<file path="src/rtl/mul8_pkg.sv">
package mul8_pkg;
  // signedness selection, mode bits [1:0]
  typedef enum logic [1:0] {
    SG_UU  = 2'b00,
    SG_SS  = 2'b01,
    SG_SU  = 2'b10,
    SG_UU3 = 2'b11
  } sgn_e;

  localparam int MODE_W   = 3;
  localparam int FRAC_BIT = 2;
endpackage

</file>
<file path="src/rtl/mul8_opnd_ext.sv">
module mul8_opnd_ext #(
  parameter int W = 8
) (
  input  logic [W-1:0]    a_i,
  input  logic [W-1:0]    b_i,
  input  mul8_pkg::sgn_e  sgn_i,
  output logic [W:0]      xa_o,
  output logic [W:0]      xb_o
);
  import mul8_pkg::*;

  // widen one operand by a single bit, copying the sign or inserting zero
  function automatic logic [W:0] widen(input logic [W-1:0] v, input logic signed_v);
    return {signed_v & v[W-1], v};
  endfunction

  logic a_sgn, b_sgn;

  always_comb begin
    a_sgn = (sgn_i == SG_SS) || (sgn_i == SG_SU);
    b_sgn = (sgn_i == SG_SS);
    xa_o  = widen(a_i, a_sgn);
    xb_o  = widen(b_i, b_sgn);
  end
endmodule

</file>
<file path="src/rtl/mul8_array.sv">
module mul8_array #(
  parameter int W = 8,
  localparam int PW = 2 * W
) (
  input  logic [W:0]    xa_i,
  input  logic [W:0]    xb_i,
  output logic [PW-1:0] raw_o
);
  localparam int FW = 2 * (W + 1);

  // signed product of two widened operands, low PW bits kept
  function automatic logic [PW-1:0] smul(input logic [W:0] x, input logic [W:0] y);
    logic signed [FW-1:0] p;
    p = FW'($signed(x)) * FW'($signed(y));
    return p[PW-1:0];
  endfunction

  assign raw_o = smul(xa_i, xb_i);
endmodule

</file>
<file path="src/rtl/mul8_post.sv">
module mul8_post #(
  parameter int W = 8,
  localparam int PW = 2 * W
) (
  input  logic [PW-1:0] raw_i,
  input  logic          frac_i,
  output logic [PW-1:0] res_o,
  output logic          z_o,
  output logic          c_o
);
  function automatic logic [PW-1:0] scale(input logic [PW-1:0] v, input logic f);
    return f ? {v[PW-2:0], 1'b0} : v;
  endfunction

  always_comb begin
    res_o = scale(raw_i, frac_i);
    c_o   = raw_i[PW-1];
    z_o   = (res_o == '0);
  end
endmodule

</file>
<file path="src/rtl/mul8_unit.sv">
module mul8_unit #(
  parameter int W = 8,
  localparam int PW = 2 * W
) (
  input  logic                         clk,
  input  logic                         rst_n,
  input  logic                         start_i,
  input  logic [mul8_pkg::MODE_W-1:0]  mode_i,
  input  logic [W-1:0]                 opa_i,
  input  logic [W-1:0]                 opb_i,
  output logic [W-1:0]                 prod_hi_o,
  output logic [W-1:0]                 prod_lo_o,
  output logic                         done_o,
  output logic                         flag_z_o,
  output logic                         flag_c_o
);
  import mul8_pkg::*;

  // stage 1: operand latch
  logic             busy_w;
  logic             accept_w;
  logic [W-1:0]     a_q, b_q;
  sgn_e             sgn_q;
  logic             frac_q;

  assign accept_w = start_i & ~busy_w;

  always_ff @(posedge clk) begin
    if (!rst_n) begin
      busy_w <= 1'b0;
      a_q    <= '0;
      b_q    <= '0;
      sgn_q  <= SG_UU;
      frac_q <= 1'b0;
    end else begin
      busy_w <= accept_w;
      if (accept_w) begin
        a_q    <= opa_i;
        b_q    <= opb_i;
        sgn_q  <= sgn_e'(mode_i[1:0]);
        frac_q <= mode_i[FRAC_BIT];
      end
    end
  end

  // stage 2: multiply and post-process
  logic [W:0]    xa_w, xb_w;
  logic [PW-1:0] raw_w, res_w;
  logic          z_w, c_w;

  mul8_opnd_ext #(.W(W)) u_ext (
    .a_i(a_q), .b_i(b_q), .sgn_i(sgn_q), .xa_o(xa_w), .xb_o(xb_w)
  );

  mul8_array #(.W(W)) u_arr (
    .xa_i(xa_w), .xb_i(xb_w), .raw_o(raw_w)
  );

  mul8_post #(.W(W)) u_post (
    .raw_i(raw_w), .frac_i(frac_q), .res_o(res_w), .z_o(z_w), .c_o(c_w)
  );

  always_ff @(posedge clk) begin
    if (!rst_n) begin
      done_o    <= 1'b0;
      prod_hi_o <= '0;
      prod_lo_o <= '0;
      flag_z_o  <= 1'b0;
      flag_c_o  <= 1'b0;
    end else begin
      done_o <= busy_w;
      if (busy_w) begin
        prod_hi_o <= res_w[PW-1:W];
        prod_lo_o <= res_w[W-1:0];
        flag_z_o  <= z_w;
        flag_c_o  <= c_w;
      end
    end
  end
endmodule

</file>
<file path="config.mk">
export PLATFORM = sky130hd
export DESIGN_NAME = mul8_unit
export DESIGN_NICKNAME = d
export VERILOG_FILES = /design/src/rtl/mul8_pkg.sv /design/src/rtl/mul8_opnd_ext.sv /design/src/rtl/mul8_array.sv /design/src/rtl/mul8_post.sv /design/src/rtl/mul8_unit.sv
export SDC_FILE = /design/constraint.sdc
export NUM_CORES = 1
export LEC_CHECK = 0
export BUFFER_PORTS_ARGS = -buffer_cell sky130_fd_sc_hd__buf_4
export CORE_ASPECT_RATIO = 1.75
export CORE_MARGIN = 3
export CORE_UTILIZATION = 57
export CTS_BUF_LIST = sky130_fd_sc_hd__clkbuf_4
export CTS_CLUSTER_DIAMETER = 50
export DETAILED_ROUTE_END_ITERATION = 10
export PLACE_DENSITY_LB_ADDON = 0.05
export SYNTH_ARGS = -nofsm -noshare
export SYNTH_HDL_FRONTEND = slang
export SYNTH_SLANG_ARGS = --single-unit
</file>
<file path="constraint.sdc">
create_clock -name clk -period 5.05 [get_ports clk]
set_clock_uncertainty 0.15 [all_clocks]
set_input_delay 0.2525 -clock clk [delete_from_list [all_inputs] [get_ports clk]]
set_output_delay 0.2525 -clock clk [all_outputs]
set_load 0.05 [all_outputs]
</file>
== Word-level counts from Yosys, hierarchy flattened ==
Cells that the tools add are included.
Word-level totals
  register bits after elaboration: 39
  input port bits: 22
  output and inout bits: 19
  logic and storage cells: 20
Cells by class
  $mul: 1
  equality and inequality tests: 2
  muxes and demuxes: 1
  bitwise operators: 4
  reductions and logical operators: 2
Operators by type and width (number)
  $logic_not 16->1: 1
  $mul 9x9->16: 1
  $mux 16: 1
  $and 1x1->1: 3
  $eq 2x1->1 const B: 1
  $eq 2x2->1 const B: 1
  $logic_or 1x1->1: 1
  $not 1->1: 1

== Depth between registers and ports, before layout ==
Gate-level depths: netlist of the first run.
  depth in word-level cells: 6
  mapped depth: 20
  depth with buffers taken out: 20

== By module ==
Synthesis of the first run repeated with hierarchy kept, for this count alone.
Second synthesis, totals
  cell total of the unflattened synthesis: 519
  area, all modules: 4732.0 sq um
By module, submodules not included
  mul8_array: times used 1, cells an instance 325, area an instance 2805.2 sq um, seq. area each 0.0 sq um
  mul8_unit: times used 1, cells an instance 145, area an instance 1502.7 sq um, seq. area each 780.7 sq um
  mul8_post: times used 1, cells an instance 29, area an instance 267.8 sq um, seq. area each 0.0 sq um
  mul8_opnd_ext: times used 1, cells an instance 20, area an instance 156.4 sq um, seq. area each 0.0 sq um

== Least setup slack after synthesis of the first run ==
Ideal clock, no wire load.
  kind: register to register
  start point: reg sgn_q[1]
  end point: reg prod_hi_o[6]
  library setup time: 67 ps
  arrival: 5320 ps
  required time: 4833 ps
  slack: -487 ps
  cell stages (with the launch flop): 20
  buffers on the path: 0
  clock period less this slack: 5537 ps
  cells stage by stage: dfxtp_1 > inv_1 > ha_1 > nor2b_1 > nand2_1 > fa_1 > inv_1 > fa_1 > fa_1 > fa_1 > inv_1 > fa_1 > inv_1 > ha_1 > a21o_1 > a221oi_2 > nor2_2 > o311a_1 > mux2_4 > o21ai_2
On the way
  longest elaborated chain between the ends: 5
  elaborated cells between the ends (all ways): 7
  those cells by class: mul (1); eq/ne (2); mux (1); bitwise (2); reduce/logical (1)
Ends and longest elaborated chain
  start: declaration: RTL line mul8_unit.sv:23  | sgn_e sgn_q;
  start signal: assignment: RTL line mul8_unit.sv:40  | sgn_q <= sgn_e'(mode_i[1:0]);
  $eq 2x1->1 / $eq 2x2->1 (equally long branches): RTL line mul8_opnd_ext.sv:20, mul8_opnd_ext.sv:21
  $logic_or 1x1->1: RTL line mul8_opnd_ext.sv:20  | a_sgn = (sgn_i == SG_SS) || (sgn_i == SG_SU);
  $and 1x1->1: RTL line mul8_opnd_ext.sv:14  | return {signed_v & v[W-1], v};
  $mul 9x9->16 (*): RTL line mul8_array.sv:14  | p = FW'($signed(x)) * FW'($signed(y));
  $mux 16 (*): RTL line mul8_post.sv:12  | return f ? {v[PW-2:0], 1'b0} : v;
  end signal: assignment: RTL line mul8_unit.sv:73  | prod_hi_o <= res_w[PW-1:W];
  end: declaration: RTL line mul8_unit.sv:11  | output logic [W-1:0] prod_hi_o,
Every way passes the cells marked *; elsewhere a longest branch is shown, timed or not.
A chain may end at the register's enable or synchronous reset.

== Worst setup path after layout of the first run ==
  start point: reg sgn_q[1]
  end point: reg flag_z_o
On the way
  longest elaborated chain between the ends: 6
  elaborated cells between the ends (all ways): 8
  those cells by class: mul (1); eq/ne (2); mux (1); bitwise (2); reduce/logical (2)
Ends and longest elaborated chain
  $eq 2x1->1 / $eq 2x2->1 (equally long branches): RTL line mul8_opnd_ext.sv:20, mul8_opnd_ext.sv:21
  $logic_or 1x1->1: RTL line mul8_opnd_ext.sv:20
  $and 1x1->1: RTL line mul8_opnd_ext.sv:14
  $mul 9x9->16 (*): RTL line mul8_array.sv:14
  $mux 16 (*): RTL line mul8_post.sv:12
  $logic_not 16->1 (*): RTL line mul8_post.sv:18  | z_o = (res_o == '0);
  end signal: assignment: RTL line mul8_unit.sv:75  | flag_z_o <= z_w;
  end: declaration: RTL line mul8_unit.sv:14  | output logic flag_z_o,
Marked as above.

==> run_results.csv, run 1 <==
group,metric,value,unit
drt,route.detailed.drc,0,
grt,grtUsageTotal,27.8,%
grt,grt_max_degree,33,
sta,holdWs,0.0162,ns
critical_path,crit_type,"flip-flop to flip-flop",
power,p_sw,0.000310,W
finish,area_delta_synth_final,27.6,%
sta,setup_viol,8,
sta,rsz0062_at_grt,"yes",
sta,fmax,0.184,GHz
sta,slew_headroom,43.5,%
sta,timing.final.crit_share,108,%
placement,place.gp.congestion,0.880,
power,combPwrFrac,36.4,%
power,powerDensity,146,nW/um^2
drt,vias_per_cell,5.44,
grt,grt_pass1_vias,4007,
power,leakagePower,2.87,nW
yosys,yosysUniqueCellTypes,54,
floorplanning,die_w,72.8,um
yosys,ys_seq_area_share,17.5,%
clock_tree,cts_tree,"done",
yosys,syn-num-nets,630,
finish,finalNonFillerCells,694,
drt,drt_iter0_drc,173,
sta,min_period,5.43,ns
sta,worstMarginPinSlew,0.847,ns
yosys,synthTopCellsByArea,"fa_1 28%, dfxtp_1 18%, ha_1 9.6%, nand2_1 7.9%, inv_1 7.2%",
critical_path,cp_common_cell,"fa_1",
finish,layout_common_cells,"94 x buf_4, 92 x nand2_1, 80 x inv_1, 63 x fa_1",
floorplanning,pin_count,41,
drt,wl_per_cell,16.7,um
floorplanning,start_util,58.9,%
clock_tree,cts_made_buffers,5,
grt,overflow,0,
floorplanning,num_rows,42,
yosys,ys_warn_count,0,
sta,finalHoldViolations,0,
grt,grt_pass1_wl,19.0,mm
critical_path,slowest_delay,0.55,ns
finish,drive_above_1_share,25.4,%
grt,antenna_found_initial,0,
drt,ant_nets,0,
floorplanning,die_h,123,um
clock_tree,clock_path_buffers,2,
clock_tree,cts_root_buf,"clkbuf_4",
sta,setup_slack,-0.381,ns
outcome,violations,"setup timing",
placement,portBuffers,40,
power,swShare,37.4,%
finish,fin_nets,724,
yosys,synth.ff_latch_count,39,
clock_tree,clock-sinks,39,
finish,final_common_cell,"buf_4",
floorplanning,die_area,8950,sq um
hold_path,hold_class,"primary input to flip-flop",
floorplanning,core,7570,sq um
critical_path,worstPathArrival,5.60,ns
drt,finalWirelength,11.6,mm
power,ir_drop,0.000203,V
clock_tree,clk_latency,0.39,ns
critical_path,path_max_fanout,3,
placement,dp.cells,664,
yosys,async_reset_ff_share,0,%
yosys,synth_top_area_share,28.3,%
yosys,synth_area,4450,sq um
finish,fillers,567,
critical_path,critical_path.cell_chain,"inv_2 -> ha_4 -> nor2b_4 -> nand2_2 -> fa_1 -> inv_2 -> fa_1 -> fa_1 -> fa_1 -> inv_2 -> fa_1 -> inv_2 -> ha_4 -> a21o_1 -> a221oi_2 -> xnor2_1 -> nor4_1 -> o2111ai_2 -> o31ai_2",
critical_path,critPathCaptureType,"flip-flop",
drt,firstDrtPassIters,4,
drt,vias,3778,
yosys,yosysTopAreaCell,"fa_1",
power,clkPwrFrac,22.1,%
yosys,synth_ff_type,"dfxtp_1",
yosys,syn_avg_cell_area,8.72,sq um
critical_path,critPathRequiredTime,5.22,ns
sta,slew_viol_final,0,
outcome,status,"finished with violations",
clock_tree,htree_levels,2,
finish,antenna_cells,0,
power,p_int,0.000519,W
critical_path,crit_buf_inv,4,
placement,dp_hpwl,9.05,mm
clock_tree,clkTransAtPathRegs,0.16,ns
yosys,synth_edf_count,0,
critical_path,critPathSlowestCell,"fa_1",
power,power_frac_seq,41.5,%
flow_run,max-cap-violations,0,
yosys,synthCells,511,
critical_path,crit_family,"adder cells",
critical_path,start_kind,"flip-flop",
[power by group through the flow]
| stage | Clock, W | Sequential [W] | Combinational [W] |
|---|---|---|---|
| 2_1_floorplan | 0 | 0.000366 | 0.000148 |
| 5_1_grt | 0.000195 | 0.000346 | 0.000329 |
| 3_5_place_dp | 0 | 0.000350 | 0.000265 |
| 3_3_place_gp | 0 | 0.000350 | 0.000261 |
| 4_1_cts | 0.000188 | 0.000344 | 0.000293 |
| 6_report | 0.000183 | 0.000344 | 0.000302 |
[path summary, 6_finish.rpt]
path | slack [ns] | from | cells after the start | end
min | 0.02 | opa_i[3] | 3 | a_q[3]
max reg2reg | -0.38 | sgn_q[1] | 19 | flag_z_o
max | -0.38 | sgn_q[1] | 19 | flag_z_o
min reg2reg | 0.34 | sgn_q[1] | 2 | sgn_q[1]
[sequential cells by signal (all words and copies together), names as in the netlist, 2 cells and up]
name,count
prod_hi_o,8
b_q,8
a_q,8
prod_lo_o,8
sgn_q,2
[cell usage after synthesis (7+ instances only)]
cell,number
nand2_1,94
fa_1,63
dfxtp_1,39
o211a_1,7
a21oi_1,20
mux2i_1,9
nor2_1,15
and2_1,36
ha_1,34
inv_1,85
clkbuf_1,23
xnor2_1,12
[worst min-delay path, cell delays in order]
cell,delay [ns]
buf_4,0.11
nand2_1,0.08
a21oi_1,0.06
[area by class of cell]
| cell class | count | area [sq um] | share of cell area [%] |
|---|---|---|---|
| clock inverters | 3 | 23.8 | 0.418 |
| well taps | 88 | 110 | 1.94 |
| clock buffers | 5 | 37.5 | 0.661 |
| multi-input cells | 357 | 3460 | 60.8 |
| flip-flops and latches | 39 | 785 | 13.8 |
| inverters | 87 | 332 | 5.84 |
| repair buffers | 115 | 937 | 16.5 |
[per-stage QoR]
| stage | power, W | utilization (%) | setup TNS (ns) | instance area (sq um) | setup slack, ns |
|---|---|---|---|---|---|
| finish | 0.000829 | 75.1 | -1.41 | 5680 | -0.381 |
| CTS | 0.000825 | 74.1 | -1.36 | 5600 | -0.229 |
| global route | 0.000871 | 75.1 | -2.90 | 5680 | -0.550 |
| global placement | 0.000611 | 68.8 | -1.53 | 5210 | -0.296 |
| floorplan | 0.000515 | - | -0.183 | 4510 | -0.139 |
| detailed placement | 0.000616 | 68.8 | -2.19 | 5210 | -0.375 |
[metal layers]
metal | vias to the layer above | GRT usage (%) | routed length, um
met2 | 80 | 52.2 | 6540
met3 | 26 | 3.01 | 316
met1 | 1896 | 30.4 | 4230
li1 | 1776 | - | -
met5 | - | 0 | 0
met4 | 0 | 13.0 | 509
[kinds of logic after synthesis]
group | share of synthesized area, %
xor+xnor | 3.26
simple gates | 17.7
fa+ha+maj | 37.9
flops | 17.5
compound gates | 10.8
mux | 2.61
buf+inv | 10.2
[repair_timing]
action | in CTS | in global routing
endpoints found under the setup margin | 9 | 10
buffers inserted | 5 | 0
hold buffers | 18 | 0
pin swaps | 22 | 7
resized for setup | 26 | 14
cloned | 0 | 0
endpoints found under the hold margin | 18 | 0
(Power assumes the default switching activity.)
==> inputs of run 2 (changes only) <==
- SETUP_SLACK_MARGIN: unset -> 0.1
==> run 2 against run 1 <==
Net effect:
- core utilization up 0.74 points
- combinational power up 4%
- die area unchanged
- cell area is 0.99% higher
- routed wire length rose by 0.96%
- largest power group unchanged
- first-iteration DRC count is 7.5% lower
- the flow still finishes with violations (setup timing)
- sequential power about the same
- final cell count rose by 1.0%
- count of clock-buffer cells in the layout unchanged
- flip-flop and latch count stayed put
- non-clock buffer count increased by 7
- register-to-register slack improved by 0.02 ns
==> run_results.csv, run 2 (synthesis results as in run 1) <==
group,metric,value,unit
clock_tree,cts_root_buf,"clkbuf_4",
power,powerDensity,146,nW/um^2
placement,place.gp.congestion,0.894,
sta,holdWs,0.0595,ns
finish,fin_nets,731,
grt,overflow,0,
finish,layout_common_cells,"96 x buf_4, 91 x nand2_1, 81 x inv_1, 63 x fa_1",
critical_path,reg2regPathDepth,19,
sta,fmax,0.185,GHz
sta,rsz0062_at_grt,"yes",
drt,vias,3788,
grt,grt_pass1_vias,4017,
floorplanning,num_rows,42,
drt,wl_per_cell,16.7,um
floorplanning,start_util,58.9,%
critical_path,critPathLaunch,"sgn_q[1]",
placement,pre_cts_slack,-0.441,ns
flow_run,max-cap-violations,0,
clock_tree,htree_levels,2,
critical_path,path_max_fanout,4,
grt,grt_max_degree,33,
placement,portBuffers,40,
critical_path,regToRegStartpoint,"sgn_q[1]",
floorplanning,core,7570,sq um
floorplanning,die_h,123,um
critical_path,critPathRequiredTime,5.23,ns
clock_tree,cts_made_buffers,5,
critical_path,start_kind,"flip-flop",
floorplanning,die_w,72.8,um
sta,slew_headroom,45.6,%
grt,antenna_found_initial,0,
finish,drive_above_1_share,26.1,%
hold_path,hold_path_end,"prod_hi_o[7]",
critical_path,critPathCaptureType,"flip-flop",
finish,final_common_cell,"buf_4",
sta,worstMarginPinSlew,0.816,ns
hold_path,hold_class,"primary input to flip-flop",
outcome,status,"finished with violations",
placement,place_area,5240,sq um
finish,stdcell_area,5740,sq um
grt,grtUsageTotal,27.8,%
floorplanning,pin_count,41,
floorplanning,die_area,8950,sq um
sta,finalSetupTns,-2.19,ns
critical_path,r2r_end,"prod_hi_o[6]",
drt,drt_iter0_drc,160,
clock_tree,cts_tree,"done",
power,leakagePower,2.91,nW
finish,area_delta_synth_final,28.8,%
drt,firstDrtPassIters,4,
drt,finalWirelength,11.7,mm
hold_path,hp-start,"rst_n",
finish,antenna_cells,0,
sta,setup_slack,-0.357,ns
grt,grt_pass1_wl,18.9,mm
critical_path,worstPathArrival,5.58,ns
sta,min_period,5.41,ns
sta,timing.final.crit_share,107,%
power,ir_drop,0.000161,V
drt,route.detailed.drc,0,
clock_tree,clock_path_buffers,2,
placement,dp_hpwl,9.12,mm
clock_tree,clock-sinks,39,
sta,slew_viol_final,0,
clock_tree,clk_latency,0.38,ns
drt,vias_per_cell,5.40,
critical_path,reg2reg_slack,-0.36,ns
hold_path,holdPathStages,2,
sta,finalHoldViolations,0,
drt,ant_nets,0,
clock_tree,clkTransAtPathRegs,0.14,ns
critical_path,crit_type,"flip-flop to flip-flop",
outcome,violations,"setup timing",
sta,setup_viol,9,
[run 2: changes by cell type in the layout (fill, tap and decap cells not counted), sizes merged]
cell and change:
buf +6, dlygate4sd3 +1
[run 2: timing repair]
| action | in CTS | in global routing |
|---|---|---|
| hold endpoints to repair | 19 | 0 |
| buffers inserted | 5 | 3 |
| setup endpoints to repair | 9 | 11 |
| pin swaps | 10 | 13 |
| resized for setup | 15 | 24 |
| hold buffers | 19 | 0 |
[run 2: layout make-up]
type	count	area, sq um
Multi-Input combinational cell	357	3430
Clock inverter	3	23.8
Inverter	87	332
Tap cell	88	110
Sequential cell	39	785
Fill cell	560	1830
Timing Repair Buffer	122	1020
Clock buffer	5	37.5
[run 2: critical path, cell delays in order, from the launching register on]
cell	delay, ns
dfxtp_2	0.36
inv_2	0.04
ha_4	0.22
nor2b_4	0.19
nand2_4	0.09
fa_1	0.51
inv_1	0.05
fa_1	0.51
fa_1	0.45
fa_1	0.54
inv_2	0.04
fa_1	0.52
inv_2	0.05
ha_4	0.28
a21o_1	0.20
a221oi_4	0.11
or4bb_1	0.50
o311a_1	0.15
mux2_4	0.27
o21ai_2	0.11
[run 2: worst max path at each step]
stage | end | slack (ns) | cells after the start
6_report | prod_hi_o[6] | -0.36 | 19
5_1_grt | flag_z_o | -0.54 | 20
4_1_cts | flag_z_o | -0.28 | 20
3_5_place_dp | flag_z_o | -0.44 | 19
3_3_place_gp | flag_z_o | -0.28 | 19
2_1_floorplan | prod_hi_o[6] | -0.14 | 19
[run 2: stage by stage]
| step | total power [W] | std cells | utilization (%) |
|---|---|---|---|
| after global routing | 0.000883 | 701 | 75.8 |
| after global placement | 0.000612 | 666 | 69.2 |
| after detailed placement | 0.000618 | 666 | 69.2 |
| after floorplan | 0.000515 | 511 | - |
| final | 0.000840 | 701 | 75.8 |
| after CTS | 0.000822 | 698 | 74.2 |
[run 2: per-layer routing]
layer	track usage (%)	wire (um)	up-vias
met5	0	0	-
met4	14.7	518	0
met3	2.69	397	33
met2	52.0	6660	99
met1	29.8	4130	1862
li1	-	-	1794
[run 2: power by group]
group	switching, W	internal, W
clock	0.000126	0.0000558
sequential	0.0000181	0.000325
combinational	0.000170	0.000145
